### src/rtl/wp_pkg.sv
package wp_pkg;
   localparam int REG_W    = 8;
   localparam int CLR_BIT  = 0;
   localparam int SEL_LSB  = 1;
   localparam int SEL_W    = 2;
   localparam int FLAG_BIT = 3;
   localparam int IE_BIT   = 4;
   localparam int NUM_TAPS = 1 << SEL_W;

   typedef enum logic [1:0] {
      SRC_NONE = 2'd0,
      SRC_XTAL = 2'd1,
      SRC_RC   = 2'd2
   } src_e;
endpackage

### src/rtl/wp_clk_sel.sv
module wp_clk_sel
   import wp_pkg::*;
#(
   parameter bit HAS_RC = 1'b1
) (
   input  logic clk,
   input  logic rst_n,
   input  logic xtal_en,
   input  logic xtal_ready,
   input  logic xtal_tick,
   input  logic rc_en,
   input  logic rc_ready,
   input  logic rc_tick,
   input  logic lowspeed_mode,
   output logic src_chg,
   output logic src_none,
   output logic tick_sel
);
   logic xt_ok;
   logic rc_ok;
   src_e want;
   src_e cur_q;

   assign xt_ok = xtal_en & xtal_ready;

   generate
      if (HAS_RC) begin : g_rc
         assign rc_ok = rc_en & rc_ready & ~lowspeed_mode;
      end else begin : g_no_rc
         logic unused_rc;
         assign unused_rc = rc_en ^ rc_ready ^ rc_tick;
         assign rc_ok = 1'b0;
      end
   endgenerate

   always_comb begin
      if (xt_ok)      want = SRC_XTAL;
      else if (rc_ok) want = SRC_RC;
      else            want = SRC_NONE;
   end

   // the selection register only moves while src_chg forces a clear
   always_ff @(posedge clk) begin
      if (!rst_n) cur_q <= SRC_NONE;
      else        cur_q <= want;
   end

   assign src_chg  = (want != cur_q);
   assign src_none = (cur_q == SRC_NONE);

   always_comb begin
      unique case (cur_q)
         SRC_XTAL: tick_sel = xtal_tick;
         SRC_RC:   tick_sel = rc_tick;
         default:  tick_sel = 1'b0;
      endcase
   end
endmodule

### src/rtl/wp_counter.sv
module wp_counter
   import wp_pkg::*;
#(
   parameter int CNT_W    = 16,
   parameter int TAP_LO   = 9,
   parameter int TAP_STEP = 2
) (
   input  logic             clk,
   input  logic             rst_n,
   input  logic             clr,
   input  logic             hold,
   input  logic             tick,
   input  logic [SEL_W-1:0] sel,
   output logic [CNT_W-1:0] cnt,
   output logic             tap_fall
);
   localparam int TOP_TAP = TAP_LO + (NUM_TAPS - 1) * TAP_STEP;

   generate
      if (TOP_TAP >= CNT_W || TAP_STEP < 1 || TAP_LO < 0) begin : g_bad_cfg
         $error("wp_counter: tap layout does not fit the counter width");
      end
   endgenerate

   logic             phase_q;
   logic [CNT_W-1:0] cnt_q;
   logic [CNT_W-1:0] cnt_nx;
   logic             dec;
   logic [NUM_TAPS-1:0] fall_v;

   assign cnt_nx = cnt_q - 1'b1;
   assign dec    = tick & phase_q & ~clr & ~hold;

   always_ff @(posedge clk) begin
      if (!rst_n) begin
         cnt_q   <= '1;
         phase_q <= 1'b0;
      end else if (clr || hold) begin
         cnt_q   <= '1;
         phase_q <= 1'b0;
      end else if (tick) begin
         phase_q <= ~phase_q;
         if (phase_q) cnt_q <= cnt_nx;
      end
   end

   genvar gi;
   generate
      for (gi = 0; gi < NUM_TAPS; gi++) begin : g_tap
         localparam int BIT = TAP_LO + gi * TAP_STEP;
         assign fall_v[gi] = dec & cnt_q[BIT] & ~cnt_nx[BIT];
      end
   endgenerate

   assign tap_fall = fall_v[sel];
   assign cnt      = cnt_q;
endmodule

### src/rtl/wp_regs.sv
module wp_regs
   import wp_pkg::*;
(
   input  logic             clk,
   input  logic             rst_n,
   input  logic             wr_en,
   input  logic [REG_W-1:0] wr_data,
   input  logic             tap_fall,
   input  logic             suppress,
   output logic             sw_clr,
   output logic [SEL_W-1:0] sel,
   output logic [REG_W-1:0] rd_data,
   output logic             irq
);
   logic             flag_q;
   logic             ie_q;
   logic [SEL_W-1:0] sel_q;
   logic             unused_hi;

   assign unused_hi = ^wr_data[REG_W-1:IE_BIT+1];
   assign sw_clr    = wr_en & wr_data[CLR_BIT];

   always_ff @(posedge clk) begin
      if (!rst_n) begin
         flag_q <= 1'b0;
         ie_q   <= 1'b0;
         sel_q  <= '0;
      end else begin
         if (wr_en) begin
            ie_q  <= wr_data[IE_BIT];
            sel_q <= wr_data[SEL_LSB +: SEL_W];
         end
         if (tap_fall && !suppress)
            flag_q <= 1'b1;
         else if (wr_en && !wr_data[FLAG_BIT])
            flag_q <= 1'b0;
      end
   end

   assign sel = sel_q;
   assign irq = flag_q & ie_q;

   always_comb begin
      rd_data                     = '0;
      rd_data[SEL_LSB +: SEL_W]   = sel_q;
      rd_data[FLAG_BIT]           = flag_q;
      rd_data[IE_BIT]             = ie_q;
   end
endmodule

### src/rtl/watch_prescaler.sv
module watch_prescaler
   import wp_pkg::*;
#(
   parameter int CNT_W    = 16,
   parameter int TAP_LO   = 9,
   parameter int TAP_STEP = 2,
   parameter bit HAS_RC   = 1'b1,
   parameter bit WDT_LINK = 1'b1
) (
   input  logic             clk,
   input  logic             rst_n,
   input  logic             wr_en,
   input  logic [7:0]       wr_data,
   output logic [7:0]       rd_data,
   input  logic             xtal_en,
   input  logic             xtal_ready,
   input  logic             xtal_tick,
   input  logic             rc_en,
   input  logic             rc_ready,
   input  logic             rc_tick,
   input  logic             lowspeed_mode,
   input  logic             stop_mode,
   output logic [CNT_W-1:0] count,
   output logic             irq,
   output logic             wdt_clr
);
   generate
      if (REG_W != 8 || CNT_W < 4) begin : g_bad_top
         $error("watch_prescaler: unsupported register or counter width");
      end
   endgenerate

   logic             src_chg;
   logic             src_none;
   logic             tick_sel;
   logic             sw_clr;
   logic             tap_fall;
   logic [SEL_W-1:0] sel;
   logic             stop_q;
   logic             slow_stop;
   logic             stop_entry;
   logic             clr_evt;
   logic             hold;

   assign slow_stop  = stop_mode & lowspeed_mode;
   assign stop_entry = slow_stop & ~stop_q;
   assign clr_evt    = sw_clr | stop_entry | src_chg;
   assign hold       = src_none | slow_stop;

   always_ff @(posedge clk) begin
      if (!rst_n) stop_q <= 1'b0;
      else        stop_q <= slow_stop;
   end

   wp_clk_sel #(.HAS_RC(HAS_RC)) u_sel (
      .clk(clk), .rst_n(rst_n),
      .xtal_en(xtal_en), .xtal_ready(xtal_ready), .xtal_tick(xtal_tick),
      .rc_en(rc_en), .rc_ready(rc_ready), .rc_tick(rc_tick),
      .lowspeed_mode(lowspeed_mode),
      .src_chg(src_chg), .src_none(src_none), .tick_sel(tick_sel)
   );

   wp_counter #(.CNT_W(CNT_W), .TAP_LO(TAP_LO), .TAP_STEP(TAP_STEP)) u_cnt (
      .clk(clk), .rst_n(rst_n), .clr(clr_evt), .hold(hold),
      .tick(tick_sel), .sel(sel), .cnt(count), .tap_fall(tap_fall)
   );

   wp_regs u_regs (
      .clk(clk), .rst_n(rst_n), .wr_en(wr_en), .wr_data(wr_data),
      .tap_fall(tap_fall), .suppress(slow_stop),
      .sw_clr(sw_clr), .sel(sel), .rd_data(rd_data), .irq(irq)
   );

   generate
      if (WDT_LINK) begin : g_wdt
         logic wdt_q;
         always_ff @(posedge clk) begin
            if (!rst_n) wdt_q <= 1'b0;
            else        wdt_q <= clr_evt;
         end
         assign wdt_clr = wdt_q;
      end else begin : g_no_wdt
         assign wdt_clr = 1'b0;
      end
   endgenerate
endmodule

### config.mk
export PLATFORM = sky130hd
export DESIGN_NAME = watch_prescaler
export DESIGN_NICKNAME = d
export VERILOG_FILES = /design/src/rtl/wp_pkg.sv /design/src/rtl/wp_clk_sel.sv /design/src/rtl/wp_counter.sv /design/src/rtl/wp_regs.sv /design/src/rtl/watch_prescaler.sv
export SDC_FILE = /design/constraint.sdc
export NUM_CORES = 1
export LEC_CHECK = 0
export ABC_AREA = 1
export BUFFER_PORTS_ARGS = -buffer_cell sky130_fd_sc_hd__buf_2
export CAP_MARGIN = 15
export CORE_ASPECT_RATIO = 0.75
export CORE_UTILIZATION = 29
export CTS_CLUSTER_SIZE = 8
export DETAILED_ROUTE_END_ITERATION = 12
export PLACE_DENSITY = 0.49
export SYNTH_ARGS = -nofsm -noshare
export SYNTH_HDL_FRONTEND = slang
export SYNTH_SLANG_ARGS = --single-unit
### constraint.sdc
create_clock -name clk -period 1.95 [get_ports clk]
set_clock_uncertainty 0.2 [all_clocks]
set_input_delay 0.0975 -clock clk [delete_from_list [all_inputs] [get_ports clk]]
set_output_delay 0.0975 -clock clk [all_outputs]
set_load 0.05 [all_outputs]
-- Yosys cells after proc, flatten, opt, wreduce, memory -nomap -nowiden
Cells that the tools add are included.
- bits in registers: 25
- input bits: 19
- add/subtract/negate cells: 1
- $lt $le $gt $ge: 1
- equal/unequal tests: 3
- muxes and demuxes: 7
- bitwise gates (word level): 31
- reduce and logical (&&, ||, !) cells: 9
- operators with widths (kind ; number):
    1-bit bitwise AND ; 18
    16-bit by 1-bit subtractor with 16-bit output, second input constant ; 1
    1-bit inverter ; 10
    2-bit two-way mux ; 2
    2-bit by 3-bit < comparator with 1-bit output, second input constant ; 1
    1-bit two-way mux ; 3
    1-bit bitwise OR ; 3
    1-bit binary-select mux with 2-bit select ; 1
    2-bit by 1-bit equality test with 1-bit output, second input constant ; 1
    2-bit equality test, second input constant ; 1
    1-bit logical AND ; 2
    1-bit logical NOT ; 2
    2-bit logical NOT ; 1
    2-bit != test ; 1
    1-bit one-hot mux with 2 select lines ; 1
    2-bit AND reduction ; 1
    2-bit nonzero test ; 1
    2-bit OR reduction ; 1
    1-bit logical OR ; 1

-- Depth between registers and ports, before layout
- word-level depth: 15
- depth in mapped cells: 10

-- Modules after synthesis
Synthesis repeated with hierarchy kept, for this count alone.
- cells, all modules: 216
- area total of the unflattened synthesis: 1535.2 sq um
- modules (own cells, without submodules) (module ; times used ; cells an instance ; area each (sq um) ; sequential area each (sq um)):
    wp_counter ; 1 ; 147 ; 1057.3 ; 340.3
    wp_regs ; 1 ; 34 ; 227.7 ; 80.1
    wp_clk_sel ; 1 ; 23 ; 165.2 ; 40.0
    watch_prescaler ; 1 ; 12 ; 85.1 ; 40.0

-- Worst setup path before layout
OpenSTA, ideal clock, no wires.
- path kind: register -> register
- start point: register u_cnt.cnt_q[0], in the netlist u_cnt.cnt[0]
- end point: register u_cnt.cnt_q[6], in the netlist u_cnt.cnt[6]
- setup time: 118 ps
- data arrival time: 1458 ps
- required time: 1632 ps
- setup slack: 174 ps
- cell stages (with the launch flop): 8
- buffers on the path: 0
- period minus slack after synthesis: 1776 ps
- cells stage by stage: dfxtp_1 inv_1 ha_1 inv_1 nor2_1 xor2_1 nand2_1 nand3_2
- cells in the longest elaborated chain, start to end: 1
- RTL lines (item ; line ; RTL):
    from (decl) ; wp_counter.sv:26 ; logic [CNT_W-1:0] cnt_q;
    from (signal assigned) ; wp_counter.sv:43 ; if (phase_q) cnt_q <= cnt_nx;
    16-bit by 1-bit subtractor with 16-bit output ; wp_counter.sv:31 ; assign cnt_nx = cnt_q - 1'b1;
No other way between the ends.
A chain may end at the register's enable or synchronous reset.

-- Worst setup path in the final report
- start point: register u_sel.cur_q[0]
- end point: register u_cnt.cnt_q[13], in the netlist u_cnt.cnt[13]
- cells in the longest elaborated chain, start to end: 4
- elaborated cells on any way between the ends: 10
- RTL lines (item ; line ; RTL):
    from (decl) ; wp_clk_sel.sv:22 ; src_e cur_q;
    from (signal assigned) ; wp_clk_sel.sv:45 ; else cur_q <= want;
    2-bit != test / 2-bit logical NOT (equally long branches) ; wp_clk_sel.sv:48, wp_clk_sel.sv:49 ;
    1-bit bitwise OR, on equally long branches ; watch_prescaler.sv:47, watch_prescaler.sv:48 ;
    1-bit logical OR ; wp_counter.sv:38 ; end else if (clr || hold) begin
    2-bit OR reduction (no source line) ; -- ;
Several ways; a longest one is shown, not always the timed one.

==> impl_metrics.yaml <==
run_status:
  outcome: "finished clean"
sta:
  rsz0062_at_grt: "no"
  drv_slew: 0
  setup_violations: 0
  finalCritPeriodShare: 0.8912
  finalHoldViolCount: 0
  period_needed_ns: 1.738
  fmax_mhz: 575.4
  setup-tns-final_ns: 0
logic_synthesis:
  synth_top_area_cell: "dfxtp_1"
  synthesis.area_um2: 1455
  synth_top_area_frac: 0.3439
  synth_area_leaders: "dfxtp_1 34%, nand2_1 12%, nor2_1 7.0%, nand3_2 4.8%, inv_1 3.9%"
  synth_warnings: 0
  synthCells: 195
  synth_seq_area_share: 0.3439
  ys.flop_type: "dfxtp_1"
  ys_seq_elements: 25
  ys_async_sr_fraction: 0
  avgSynthCellArea_um2: 7.462
  synth_edf_count: 0
  ys_types: 33
detailed_routing:
  vias_per_cell: 4.311
  wl_um: 3169
  dr.pass1.iters: 4
  dr.first_iter.drc_count: 55
  postRouteAntennaNets: 0
  drc: 0
  wire_per_inst_um: 10.39
  num_vias: 1315
critical_path:
  crit_buf_inv: 2
  end_kind: "register"
  crit_path_frequent_cell: "nand2_1"
  crit_fanout: 7
  crit_arrival_ns: 1.71
  critPathKind: "register to register"
  cpPeakStageDelay_ns: 0.38
  start_kind: "register"
  slowest_stage: "dfxtp_1"
  path_cells: "inv_1 > ha_1 > nand3_4 > buf_4 > nor2_4 > nand2_1 > nand2_1 > nand3_2"
  crit_family: "simple AND/OR/NAND/NOR gates"
  cp.required_ns: 1.92
run:
  cap_violations: 0
clocking:
  clk_pin_slew_ns: 0.10
  cts_tree: "yes"
  root_buffer: "clkbuf_8"
  clk_latency_ns: 0.28
  cts_buffer_depth: 2
  cts_made_buffers: 3
  cts_setup_buffers: 0
  cts.sink_count: 25
  htreeDepth: 1
power:
  ir_drop_mv: 0.3018
  cellLeakagePower_nw: 0.8686
  powerDensity_nw_per_um2: 519.9
place:
  hpwl_um: 2447
  io_buffers: 37
  place_area_um2: 1673
  dp_cells: 286
  gp_congestion: 0.8302
finish:
  multiInputGateArea_um2: 839.6
  layout.nets: 272
  drive_gt1_frac: 0.2944
  syn_to_final_growth_pct: 28.98
  fillers: 518
  instances_no_fill: 305
  final_area_um2: 1877
  diodes: 0
  seqCellArea_um2: 500.5
grt:
  grt_start_max_net_pins: 15
  grt_overflow: 0
  antenna_found_initial: 0
  grt_pass1_wl_um: 5333
  grt_pass1_vias: 1196
  grt_usage: 0.1251
die:
  rows: 21
  die_x_um: 83.80
  boundaryPins: 45
  die_area_um2: 5308
  die_y_um: 63.35
  core_area_um2: 4624
  start_util: 0.3147
worst_hold_path:
  hp-class: "primary input to register"
[metal layers]
layer  GRT usage  wire (um)  vias up
met5           0          0        -
met4     0.02542         14        0
met3     0.03670        112        2
met2      0.1941       1311       20
met1      0.1721       1730      577
li1            -          -      716
[state kept, by name, summed over array words and instances, names as in the netlist]
register,cells
stop_q,1
u_cnt.cnt,16
u_cnt.phase_q,1
u_regs.flag_q,1
u_regs.ie_q,1
u_regs.sel,2
u_sel.cur_q,2
wdt_clr,1
[metrics by stage]
step	util	power, mW	worst slack (ns)	hold WS (ns)
final	0.4058	0.9757	0.2122	0.08108
after global routing	0.4058	1.032	0.05345	0.09876
after CTS	0.4042	0.9908	0.1524	0.07165
after detailed placement	0.3617	0.6422	0.1796	0.1365
after global placement	0.3617	0.6420	0.1872	0.1320
after floorplan	-	0.6208	0.1738	-0.004869
[where the power goes]
group / switching, mW / internal, mW / total [mW]
Combinational: 0.0800 / 0.0507 / 0.131
Clock: 0.178 / 0.143 / 0.321
Sequential: 0.00531 / 0.518 / 0.524
Total: 0.263 / 0.713 / 0.976
[worst min-delay path, stage by stage]
cell     delay (ns)
buf_2          0.07
nand2_1        0.06
nand2_1        0.08
nor2_2         0.04
nand3_2        0.09
nand2_1        0.06
inv_1          0.04
[layout by cell type, fill, tap and decap left out, drive strengths merged, types with 2 or more instances in the layout]
cell type	count
conb	4
o21ai	8
nor2	36
ha	4
nand2	52
nor3	6
inv	17
dfxtp	25
clkbuf	3
a21oi	5
o211ai	4
nand3	13
xnor2	4
xor2	4
clkinv	2
buf	39
dlygate4sd3	15
[Yosys cell counts (5+ instances only)]
cell type	instances
inv_1	15
buf_4	6
a21oi_1	5
dfxtp_1	25
o21ai_0	7
nand2_1	46
nor3_1	6
nand3_2	7
nand3_1	6
nor2_2	6
nor2_1	27
[final timing paths]
check	endpoint	cells past startpoint	slack, ns	start
worst max-delay path	u_cnt.cnt[13]	8	0.21	u_sel.cur_q[0]
worst min-delay path	wdt_clr	7	0.08	wr_data[0]
worst max register to register	u_cnt.cnt[13]	8	0.21	u_sel.cur_q[0]
worst min register to register	u_regs.sel[0]	2	0.30	u_regs.sel[0]
[cells by family after synthesis]
family / after synthesis / synth area share
AOI/OAI and AO/OA: 20 / 0.09458
xor gates and xnor gates: 8 / 0.04815
adders and majority gates: 4 / 0.03440
buffers and inverters: 26 / 0.09199
DFF: 25 / 0.3439
other: 1 / 0.002577
and+or+nand+nor: 111 / 0.3844
[cell type report]
cell class / count / share of cell area
well taps: 57 / 0.03800
inverters: 18 / 0.03667
clock inverters: 1 / 0.002667
multi-input cells: 147 / 0.4473
flip-flops and latches: 25 / 0.2667
repair buffers: 54 / 0.1867
clock buffers: 3 / 0.02200
[timing repair]
action | CTS | global route
hold endpoints to repair | 9 | 0
hold buffers | 15 | 0
resized for setup | 0 | 1
endpoints found under the setup margin | 0 | 1
Power figures use the tool's default switching activity.
